--- src/rtl/hreg_pkg.sv ---
package hreg_pkg;
   localparam int unsigned DATA_W     = 32;
   localparam int unsigned PORT_BASE  = 32'h100;
   localparam int unsigned PORT_SHIFT = 7;
   localparam int unsigned GLOB_LIMIT = 32'h20;

   localparam logic [6:0] G_CAP  = 7'h00;
   localparam logic [6:0] G_HCTL = 7'h04;
   localparam logic [6:0] G_PEND = 7'h08;
   localparam logic [6:0] G_PIMP = 7'h0C;
   localparam logic [6:0] G_VER  = 7'h10;

   localparam logic [6:0] P_STAT = 7'h00;
   localparam logic [6:0] P_MASK = 7'h04;
   localparam logic [6:0] P_SCR  = 7'h08;

   localparam int unsigned IEN_BIT  = 1;
   localparam logic [31:0] VER_CODE = 32'h0001_0000;
   // slots field 31, gen-1 speed, queuing flag, native-only flag
   localparam logic [31:0] CAP_FIXED = 32'h4014_1F00;

   function automatic logic [31:0] cap_word(input int n);
      logic [31:0] cnt;
      cnt = 32'(n - 1);
      return CAP_FIXED | {27'd0, cnt[4:0]};
   endfunction

   function automatic logic [31:0] pimp_word(input int n);
      logic [32:0] full;
      full = (33'd1 << n) - 33'd1;
      return full[31:0];
   endfunction
endpackage

--- src/rtl/hreg_addr_dec.sv ---
module hreg_addr_dec
   import hreg_pkg::*;
#(
   parameter int ADDR_W = 13,
   parameter int IDX_W  = 5,
   parameter int CNT_W  = 6
) (
   input  logic [ADDR_W-1:0] addr,
   input  logic [CNT_W-1:0]  cfg_ports,
   output logic              glob_hit,
   output logic              port_hit,
   output logic [IDX_W-1:0]  port_idx,
   output logic [6:0]        reg_off
);
   logic [31:0] a32;
   logic [31:0] limit;

   always_comb begin
      a32      = 32'(addr);
      limit    = PORT_BASE + (32'(cfg_ports) << PORT_SHIFT);
      glob_hit = (a32 < GLOB_LIMIT);
      port_hit = (a32 >= PORT_BASE) && (a32 < limit);
      port_idx = IDX_W'((a32 - PORT_BASE) >> PORT_SHIFT);
      reg_off  = a32[6:0];
   end
endmodule

--- src/rtl/hreg_port_bank.sv ---
module hreg_port_bank
   import hreg_pkg::*;
#(
   parameter int STAT_W = 8
) (
   input  logic              clk,
   input  logic              rst_n,
   input  logic              active,
   input  logic              wr_en,
   input  logic [6:0]        off,
   input  logic [31:0]       wdata,
   input  logic [STAT_W-1:0] evt,
   output logic [31:0]       rd_word,
   output logic              hit
);
   logic [STAT_W-1:0] stat_q, mask_q;
   logic [31:0]       scr_q;
   logic [STAT_W-1:0] clr_bits;

   assign clr_bits = (wr_en && off == P_STAT) ? wdata[STAT_W-1:0] : '0;

   always_ff @(posedge clk or negedge rst_n) begin
      if (!rst_n) begin
         stat_q <= '0;
         mask_q <= '0;
         scr_q  <= '0;
      end else if (!active) begin
         stat_q <= '0;
         mask_q <= '0;
         scr_q  <= '0;
      end else begin
         stat_q <= (stat_q & ~clr_bits) | evt;
         if (wr_en && off == P_MASK) mask_q <= wdata[STAT_W-1:0];
         if (wr_en && off == P_SCR)  scr_q  <= wdata;
      end
   end

   always_comb begin
      case (off)
         P_STAT:  rd_word = 32'(stat_q);
         P_MASK:  rd_word = 32'(mask_q);
         P_SCR:   rd_word = scr_q;
         default: rd_word = '0;
      endcase
   end

   assign hit = |(stat_q & mask_q);

   AST_W1C_CLEARS: assert property (@(posedge clk) disable iff (!rst_n)
      (active && wr_en && off == P_STAT) |=> ((stat_q & $past(wdata[STAT_W-1:0] & ~evt)) == '0));
   AST_EVT_SETS: assert property (@(posedge clk) disable iff (!rst_n)
      (active && evt != '0) |=> ((stat_q & $past(evt)) == $past(evt)));
   AST_IDLE_PORT_CLEAR: assert property (@(posedge clk) disable iff (!rst_n)
      !active |=> (stat_q == '0 && mask_q == '0 && !hit));
endmodule

--- src/rtl/hreg_irq_agg.sv ---
module hreg_irq_agg #(
   parameter int MAX_PORTS = 32
) (
   input  logic                 clk,
   input  logic                 rst_n,
   input  logic [MAX_PORTS-1:0] hit_v,
   input  logic [MAX_PORTS-1:0] active_v,
   input  logic                 ien,
   output logic [MAX_PORTS-1:0] pend_q,
   output logic                 irq
);
   always_ff @(posedge clk or negedge rst_n) begin
      if (!rst_n) pend_q <= '0;
      else        pend_q <= hit_v & active_v;
   end

   assign irq = ien && (pend_q != '0);
endmodule

--- src/rtl/mp_hostreg.sv ---
module mp_hostreg
   import hreg_pkg::*;
#(
   parameter int MAX_PORTS = 32,
   parameter int STAT_W    = 8,
   parameter int ADDR_W    = 13,
   localparam int IDX_W    = (MAX_PORTS > 1) ? $clog2(MAX_PORTS) : 1,
   localparam int CNT_W    = $clog2(MAX_PORTS + 1)
) (
   input  logic                        clk,
   input  logic                        rst_n,
   input  logic [CNT_W-1:0]            cfg_ports,
   input  logic                        req_valid,
   input  logic                        req_write,
   input  logic [ADDR_W-1:0]           req_addr,
   input  logic [31:0]                 req_wdata,
   output logic                        rsp_valid,
   output logic [31:0]                 rsp_rdata,
   input  logic [MAX_PORTS*STAT_W-1:0] port_evt,
   output logic [MAX_PORTS-1:0]        irq_pending,
   output logic                        irq_out
);
   localparam longint SPAN_END = 64'(PORT_BASE) + 64'(MAX_PORTS) * 64'h80;

   if (MAX_PORTS < 1 || MAX_PORTS > 32) begin : g_bad_ports
      $error("MAX_PORTS must lie in 1..32");
   end
   if (STAT_W < 1 || STAT_W > 32) begin : g_bad_stat
      $error("STAT_W must lie in 1..32");
   end
   if (SPAN_END > (64'd1 << ADDR_W)) begin : g_bad_addr
      $error("ADDR_W too narrow for the port region");
   end

   logic             glob_hit, port_hit;
   logic [IDX_W-1:0] port_idx;
   logic [6:0]       reg_off;
   logic             ien_q;
   logic [MAX_PORTS-1:0] hit_v, active_v, pend_q;
   logic [31:0]      port_rd [MAX_PORTS];
   logic [31:0]      rd_mux;
   logic             idx_ok;
   logic             rd_req, wr_req;

   assign rd_req = req_valid && !req_write;
   assign wr_req = req_valid && req_write;
   assign idx_ok = (32'(port_idx) < MAX_PORTS);

   hreg_addr_dec #(.ADDR_W(ADDR_W), .IDX_W(IDX_W), .CNT_W(CNT_W)) u_dec (
      .addr(req_addr), .cfg_ports(cfg_ports),
      .glob_hit(glob_hit), .port_hit(port_hit),
      .port_idx(port_idx), .reg_off(reg_off)
   );

   for (genvar i = 0; i < MAX_PORTS; i++) begin : g_port
      logic sel_wr;
      assign active_v[i] = (32'(cfg_ports) > i);
      assign sel_wr = wr_req && port_hit && idx_ok && (32'(port_idx) == i);
      hreg_port_bank #(.STAT_W(STAT_W)) u_bank (
         .clk(clk), .rst_n(rst_n), .active(active_v[i]),
         .wr_en(sel_wr), .off(reg_off), .wdata(req_wdata),
         .evt(port_evt[i*STAT_W +: STAT_W]),
         .rd_word(port_rd[i]), .hit(hit_v[i])
      );
   end

   hreg_irq_agg #(.MAX_PORTS(MAX_PORTS)) u_agg (
      .clk(clk), .rst_n(rst_n), .hit_v(hit_v), .active_v(active_v),
      .ien(ien_q), .pend_q(pend_q), .irq(irq_out)
   );
   assign irq_pending = pend_q;

   always_ff @(posedge clk or negedge rst_n) begin
      if (!rst_n)                                   ien_q <= 1'b0;
      else if (wr_req && glob_hit && reg_off == G_HCTL) ien_q <= req_wdata[IEN_BIT];
   end

   always_comb begin
      rd_mux = '0;
      if (glob_hit) begin
         case (reg_off)
            G_CAP:   rd_mux = cap_word(int'(cfg_ports));
            G_HCTL:  rd_mux = 32'(ien_q) << IEN_BIT;
            G_PEND:  rd_mux = 32'(pend_q);
            G_PIMP:  rd_mux = pimp_word(int'(cfg_ports));
            G_VER:   rd_mux = VER_CODE;
            default: rd_mux = '0;
         endcase
      end else if (port_hit && idx_ok) begin
         rd_mux = port_rd[port_idx];
      end
   end

   always_ff @(posedge clk or negedge rst_n) begin
      if (!rst_n) begin
         rsp_valid <= 1'b0;
         rsp_rdata <= '0;
      end else begin
         rsp_valid <= rd_req;
         if (rd_req) rsp_rdata <= rd_mux;
      end
   end

   AST_RSP_LATENCY: assert property (@(posedge clk) disable iff (!rst_n)
      rd_req |=> rsp_valid);
   AST_RSP_ONLY_READ: assert property (@(posedge clk) disable iff (!rst_n)
      rsp_valid |-> $past(rd_req));
   AST_IEN_OFF_QUIET: assert property (@(posedge clk) disable iff (!rst_n)
      (wr_req && req_addr == ADDR_W'(4) && !req_wdata[IEN_BIT]) |=> !irq_out);
   AST_CFG_RANGE: assert property (@(posedge clk) disable iff (!rst_n)
      (cfg_ports >= CNT_W'(1)) && (32'(cfg_ports) <= MAX_PORTS));
endmodule

--- config.mk ---
export PLATFORM = sky130hd
export DESIGN_NAME = mp_hostreg
export DESIGN_NICKNAME = d
export VERILOG_FILES = /design/src/rtl/hreg_pkg.sv /design/src/rtl/hreg_addr_dec.sv /design/src/rtl/hreg_port_bank.sv /design/src/rtl/hreg_irq_agg.sv /design/src/rtl/mp_hostreg.sv
export SDC_FILE = /design/constraint.sdc
export NUM_CORES = 2
export LEC_CHECK = 0
export ABC_CLOCK_PERIOD_IN_PS = 2400
export BUFFER_PORTS_ARGS = -buffer_cell sky130_fd_sc_hd__buf_2
export CORE_MARGIN = 2
export CORE_UTILIZATION = 33
export DETAILED_ROUTE_END_ITERATION = 8
export PLACE_DENSITY = 0.55
export RECOVER_POWER = 100
export SYNTH_ARGS = -nofsm -noshare
export SYNTH_HDL_FRONTEND = slang
export SYNTH_SLANG_ARGS = --single-unit
--- constraint.sdc ---
create_clock -name clk -period 2.4 [get_ports clk]
set_clock_uncertainty 0.15 [all_clocks]
set_input_delay 0.24 -clock clk [delete_from_list [all_inputs] [get_ports clk]]
set_output_delay 0.24 -clock clk [all_outputs]
set_load 0.01 [all_outputs]
==> report_table.html <==
<table>
<tr><th>Metric</th><th>Value</th></tr>
<tr><th colspan="2">Run status</th></tr>
<tr><td>Run status</td><td>finished, violations left</td></tr>
<tr><td>Violations in the final reports</td><td>max-capacitance violations, max-slew violations, negative setup slack</td></tr>
<tr><th colspan="2">Pwr</th></tr>
<tr><td>Power share of the clock group</td><td>44.7%</td></tr>
<tr><td>Maximum vdd ir drop</td><td>0.6924 mV</td></tr>
<tr><td>Static leakage</td><td>about 0.046 µW</td></tr>
<tr><td>Total net switching power</td><td>18360 µW</td></tr>
<tr><td>Pint</td><td>47770 µW</td></tr>
<tr><td>Sequential power share</td><td>42.1%</td></tr>
<tr><td>Power per standard cell area</td><td>611.8 nW/µm²</td></tr>
<tr><td>Proportion of total power due to net switching</td><td>27.76%</td></tr>
<tr><td>Tot Pwr</td><td>66130 µW</td></tr>
<tr><td>Share of total power in combinational logic</td><td>13.2%</td></tr>
<tr><th colspan="2">Worst setup path</th></tr>
<tr><td>Worst setup SP type</td><td>flop</td></tr>
<tr><td>Critical path type</td><td>flop to output port</td></tr>
<tr><td>CP delay by family, top</td><td>simple AND/OR/NAND/NOR gates</td></tr>
<tr><td>CP bufs+invs</td><td>2</td></tr>
<tr><td>Top cell by count, worst path</td><td>sky130_fd_sc_hd__nor2_4</td></tr>
<tr><td>Delay of the slowest cell on the worst path</td><td>470 ps</td></tr>
<tr><td>Critical-path cell with the highest stage delay</td><td>sky130_fd_sc_hd__dfrtp_2</td></tr>
<tr><td>Launch point of the worst path</td><td>u_agg.pend_q[25]$_DFF_PN0_</td></tr>
<tr><td>Worst path required time</td><td>2010 ps</td></tr>
<tr><td>Cells along the critical path</td><td>nor4_4 &gt; nand4_1 &gt; buf_12 &gt; nor2_4 &gt; nor2_4 &gt; buf_6</td></tr>
<tr><td>Startpoint of the worst register-to-register path</td><td>g_port[27].u_bank.stat_q[7]$_DFF_PN0_</td></tr>
<tr><td>Data arrival time of the critical path</td><td>2480 ps</td></tr>
<tr><td>Endpoint kind of the worst setup timing path</td><td>output port</td></tr>
<tr><td>Highest fanout seen on the critical path</td><td>2</td></tr>
<tr><td>Reg-to-reg setup timing slack</td><td>-60 ps</td></tr>
<tr><th colspan="2">Place</th></tr>
<tr><td>Number of placed instances with taps included</td><td>12790</td></tr>
<tr><td>I/O Buffers</td><td>376</td></tr>
<tr><td>Area after DPL</td><td>97190 µm²</td></tr>
<tr><td>Final weighted congestion in routability-driven placement</td><td>1.041</td></tr>
<tr><td>Worst slack, placed</td><td>-1235 ps</td></tr>
<tr><td>Detailed placement HPWL</td><td>284800 µm</td></tr>
<tr><th colspan="2">Synthesis</th></tr>
<tr><td>Nets in the synthesized netlist</td><td>around 9000</td></tr>
<tr><td>Number of storage elements in the synthesis netlist</td><td>1602</td></tr>
<tr><td>Syn avg cell area</td><td>9.276 µm²</td></tr>
<tr><td>Cell count after synthesis</td><td>8626</td></tr>
<tr><td>Number of synthesized flops with an enable pin</td><td>0</td></tr>
<tr><td>Most area-hungry cell type in the Yosys netlist</td><td>sky130_fd_sc_hd__dfrtp_1</td></tr>
<tr><td>Fraction of the yosys area taken by sequential cells</td><td>50.10%</td></tr>
<tr><td>Cells taking the most area after synthesis</td><td>sky130_fd_sc_hd__dfrtp_1 (50%), sky130_fd_sc_hd__nand2_1 (11%), sky130_fd_sc_hd__a21oi_1 (9.3%)</td></tr>
<tr><td>Post-synthesis instance area</td><td>80010 µm²</td></tr>
<tr><td>Distinct cells, synth</td><td>90</td></tr>
<tr><td>Synth top area share</td><td>50.10%</td></tr>
<tr><td>Total number of yosys warnings</td><td>0</td></tr>
<tr><td>Primary FF master, synth</td><td>sky130_fd_sc_hd__dfrtp_1</td></tr>
<tr><td>Async set or reset register ratio after synthesis</td><td>100.0%</td></tr>
<tr><th colspan="2">Layout</th></tr>
<tr><td>Synthesis-to-finish area growth</td><td>35.10%</td></tr>
<tr><td>Total number of nets in the final design</td><td>10520</td></tr>
<tr><td>Final Instance Count excl. Fillers</td><td>~14000</td></tr>
<tr><td>Share of post-route cells with drive strength above 1</td><td>25.57%</td></tr>
<tr><td>Post-layout instance area</td><td>108100 µm²</td></tr>
<tr><th colspan="2">Global route</th></tr>
<tr><td>Overall global routing resource usage</td><td>31.80%</td></tr>
<tr><td>GR Overflow Total</td><td>0</td></tr>
<tr><td>Maximum number of pins on one net before global-route repair</td><td>roughly 120</td></tr>
<tr><td>Global-route wire length before repair</td><td>569000 µm</td></tr>
<tr><td>Initial antenna violation count</td><td>23</td></tr>
<tr><td>Number of global-route vias before repair</td><td>77780</td></tr>
<tr><th colspan="2">Clock network</th></tr>
<tr><td>Number of buffers on the longest clock path</td><td>3</td></tr>
<tr><td>Num Clock Sinks</td><td>1602</td></tr>
<tr><td>Maximum level of the CTS H-tree</td><td>4</td></tr>
<tr><td>Clock tree from TritonCTS</td><td>done</td></tr>
<tr><td>Number of CTS-inserted buffers</td><td>179</td></tr>
<tr><td>Clock root cell</td><td>sky130_fd_sc_hd__clkbuf_16</td></tr>
<tr><td>Later-pin clock latency in the skew report</td><td>890 ps</td></tr>
<tr><td>CTS clock-pin slew for the worst setup and hold paths</td><td>roughly 70 ps</td></tr>
<tr><th colspan="2">Die</th></tr>
<tr><td>Number of placed I/O pins</td><td>377</td></tr>
<tr><td>Die Span Y</td><td>roughly 500 µm</td></tr>
<tr><td>Initial standard-cell utilization of the core</td><td>33.23%</td></tr>
<tr><td>Row cnt</td><td>180</td></tr>
<tr><td>Core outline area</td><td>240800 µm²</td></tr>
<tr><td>Horiz. Die Dim</td><td>just under 500 µm</td></tr>
<tr><td>Die outline area</td><td>between 200000 and 250000 µm²</td></tr>
<tr><th colspan="2">Drt</th></tr>
<tr><td>Post-detailed-route wirelength per cell</td><td>~30 µm</td></tr>
<tr><td>Residual DRC count</td><td>0</td></tr>
<tr><td>Detailed router's first-iteration violation count</td><td>11010</td></tr>
<tr><td>Drt pass-1 iters</td><td>8</td></tr>
<tr><td>Vias after detailed routing</td><td>79940</td></tr>
<tr><td>Drt via density</td><td>5.903</td></tr>
<tr><td>Final WL</td><td>403300 µm</td></tr>
<tr><td>Final ANT Viol Nets</td><td>0</td></tr>
<tr><th colspan="2">STA</th></tr>
<tr><td>Maximum clock frequency</td><td>between 300 and 400 MHz</td></tr>
<tr><td>Fin. max-slew vios</td><td>about 360</td></tr>
<tr><td>Final hold viol count</td><td>0</td></tr>
<tr><td>Final Worst Setup Slack</td><td>-467.9 ps</td></tr>
<tr><td>Max_slew headroom</td><td>-26.48%</td></tr>
<tr><td>Setup repair after global routing missed its margin</td><td>true</td></tr>
<tr><td>Worst Tran Pin Value</td><td>1897 ps</td></tr>
<tr><td>Minimum clock period after layout</td><td>2868 ps</td></tr>
<tr><td>Final number of setup-violating endpoints</td><td>1410</td></tr>
<tr><td>Portion of the clock cycle consumed by the worst path in the final layout</td><td>119.5%</td></tr>
<tr><td>Accumulated negative setup slack</td><td>-173710 ps</td></tr>
<tr><th colspan="2">Flow run</th></tr>
<tr><td>Reported max-cap violation count</td><td>7</td></tr>
<tr><th colspan="2">Worst hold path</th></tr>
<tr><td>Start point of the worst hold path</td><td>port_evt[59]</td></tr>
<tr><td>Hold crit path type</td><td>primary input to flop</td></tr>
</table>
==> cell usage after synthesis, types with 19 or more instances <==
master,n
sky130_fd_sc_hd__a21oi_1,1488
sky130_fd_sc_hd__o22ai_1,28
sky130_fd_sc_hd__nor4_1,28
sky130_fd_sc_hd__nand2_1,2370
sky130_fd_sc_hd__buf_2,190
sky130_fd_sc_hd__mux2_2,135
sky130_fd_sc_hd__a22o_1,190
sky130_fd_sc_hd__clkbuf_1,496
sky130_fd_sc_hd__dfrtp_1,1602
sky130_fd_sc_hd__mux4_2,240
sky130_fd_sc_hd__buf_1,50
sky130_fd_sc_hd__nor3_1,29
sky130_fd_sc_hd__o21ai_0,230
sky130_fd_sc_hd__nand4_1,31
sky130_fd_sc_hd__nand3_1,241
sky130_fd_sc_hd__o21ai_1,41
sky130_fd_sc_hd__nor2_1,438
sky130_fd_sc_hd__xnor2_1,19
sky130_fd_sc_hd__a221o_1,30
sky130_fd_sc_hd__mux2i_1,135
sky130_fd_sc_hd__a22oi_1,96
sky130_fd_sc_hd__a31oi_1,48
sky130_fd_sc_hd__a221oi_1,143
==> cell families (layout without fill, tap and decap cells) <==
group,after synthesis,in the layout,synth area share [%]
AO/OA/AOI/OAI,2419,2419,17.89
XOR/XNOR,28,28,0.3159
flip-flops,1602,1602,50.10
other,0,13,0
multiplexers,510,510,10.34
AND/OR/NAND/NOR,3270,3270,17.01
buffers and inverters,779,2496,4.058
adder cells (fa/ha/maj),18,18,0.2815
==> registers in the layout, summed over array words and instances, names as in the netlist <==
signal and cells:
u_agg.pend_q 32, g_port.u_bank.mask_q 256, g_port.u_bank.stat_q 256, rsp_rdata 32, rsp_valid 1, ien_q 1
g_port.u_bank.scr_q 1024
==> worst reg2reg max path: cells and delay by family, from the launching register on <==
family | cells | cell delay, ps
muxes | 2 | 820
buffers and inverters | 1 | 200
AOI/OAI and AO/OA | 4 | 760
DFF | 1 | 400
==> placed cells by master (no fill, tap or decap), types with 19 or more instances in the layout <==
cell type	Yosys	routed
sky130_fd_sc_hd__a21oi_1	1488	1458
sky130_fd_sc_hd__a21oi_2	1	22
sky130_fd_sc_hd__a221o_1	30	30
sky130_fd_sc_hd__a221oi_1	143	98
sky130_fd_sc_hd__a221oi_2	0	25
sky130_fd_sc_hd__a221oi_4	0	20
sky130_fd_sc_hd__a22o_1	190	190
sky130_fd_sc_hd__a22oi_1	96	85
sky130_fd_sc_hd__a31oi_1	48	41
sky130_fd_sc_hd__buf_12	0	238
sky130_fd_sc_hd__buf_2	190	322
sky130_fd_sc_hd__buf_4	16	1033
sky130_fd_sc_hd__clkbuf_1	496	125
sky130_fd_sc_hd__clkbuf_16	0	187
sky130_fd_sc_hd__clkbuf_2	8	35
sky130_fd_sc_hd__clkbuf_4	0	24
sky130_fd_sc_hd__clkbuf_8	0	42
sky130_fd_sc_hd__clkinv_2	0	34
sky130_fd_sc_hd__dfrtp_1	1602	1591
sky130_fd_sc_hd__dlygate4sd3_1	0	384
sky130_fd_sc_hd__mux2_2	135	119
sky130_fd_sc_hd__mux2i_1	135	135
sky130_fd_sc_hd__mux4_2	240	240
sky130_fd_sc_hd__nand2_1	2370	2360
sky130_fd_sc_hd__nand3_1	241	231
sky130_fd_sc_hd__nand4_1	31	31
sky130_fd_sc_hd__nor2_1	438	401
sky130_fd_sc_hd__nor2_4	1	22
sky130_fd_sc_hd__nor3_1	29	21
sky130_fd_sc_hd__nor4_1	28	19
sky130_fd_sc_hd__nor4_4	9	26
sky130_fd_sc_hd__o21ai_0	230	224
sky130_fd_sc_hd__o21ai_1	41	38
sky130_fd_sc_hd__o22ai_1	28	26
==> what timing repair did <==
action / in CTS / in global routing
endpoints found under the hold margin: 2973 / 0
hold buffers: 385 / 0
pin swaps: 41 / 48
setup buffers: 5 / 22
gates cloned: 2 / 6
setup endpoints to repair: 241 / 325
resized for setup: 137 / 90
==> routing by layer <==
metal  wire [µm]  up-vias  global-route usage (%)  part of all wire, %
met3       41250     1115                   6.694                   10
li1            -    33500                       -                    -
met2      176900     5225                   47.82                   44
met1      153500    40090                   41.29                   38
met4       31520       16                   21.22                  7.8
met5         102        -                       0                0.025
==> power groups by stage <==
stage	clock network (µW)	registers, µW	logic [µW]
4_1_cts	29700	27800	8570
2_1_floorplan	0	28100	3070
3_3_place_gp	0	28300	7870
6_report	29500	27900	8730
5_1_grt	30800	27900	9000
3_5_place_dp	0	28300	7910
==> final cells by class <==
type | count | area [µm²]
Fill cell | 22500 | 132700
Inverter | 17 | 87.58
Tap cell | 3185 | 3985
Clock inverter | 72 | 974.7
Clock buffer | 262 | 5254
Antenna cell | 13 | 32.53
Timing Repair Buffer | 2145 | 19050
Multi-Input combinational cell | 6245 | 38610
Sequential cell | 1602 | 40100
==> through the flow <==
| stage | hold WS [ps] | utilization [%] |
|---|---|---|
| floorplan | -205.6 | - |
| global placement | 31.80 | 40.37 |
| detailed placement | 31.75 | 40.37 |
| CTS | 0.1877 | 44.91 |
| global route | 22.07 | 44.89 |
| finish | 26.29 | 44.90 |
==> worst paths after layout <==
check | to | depth (start not counted)
hold reg to reg | g_port[5].u_bank.scr_q[23]$_DFFE_PN0P_ | 1
min in group asynchronous | g_port[16].u_bank.scr_q[17]$_DFFE_PN0P_ | 3
setup reg to reg | rsp_rdata[7]$_DFFE_PN0P_ | 7
hold / removal | g_port[7].u_bank.stat_q[3]$_DFF_PN0_ | 4
setup / recovery | irq_out | 6
max in group asynchronous | g_port[14].u_bank.scr_q[30]$_DFFE_PN0P_ | 5
No activity file was read; power rests on OpenSTA's default activity.
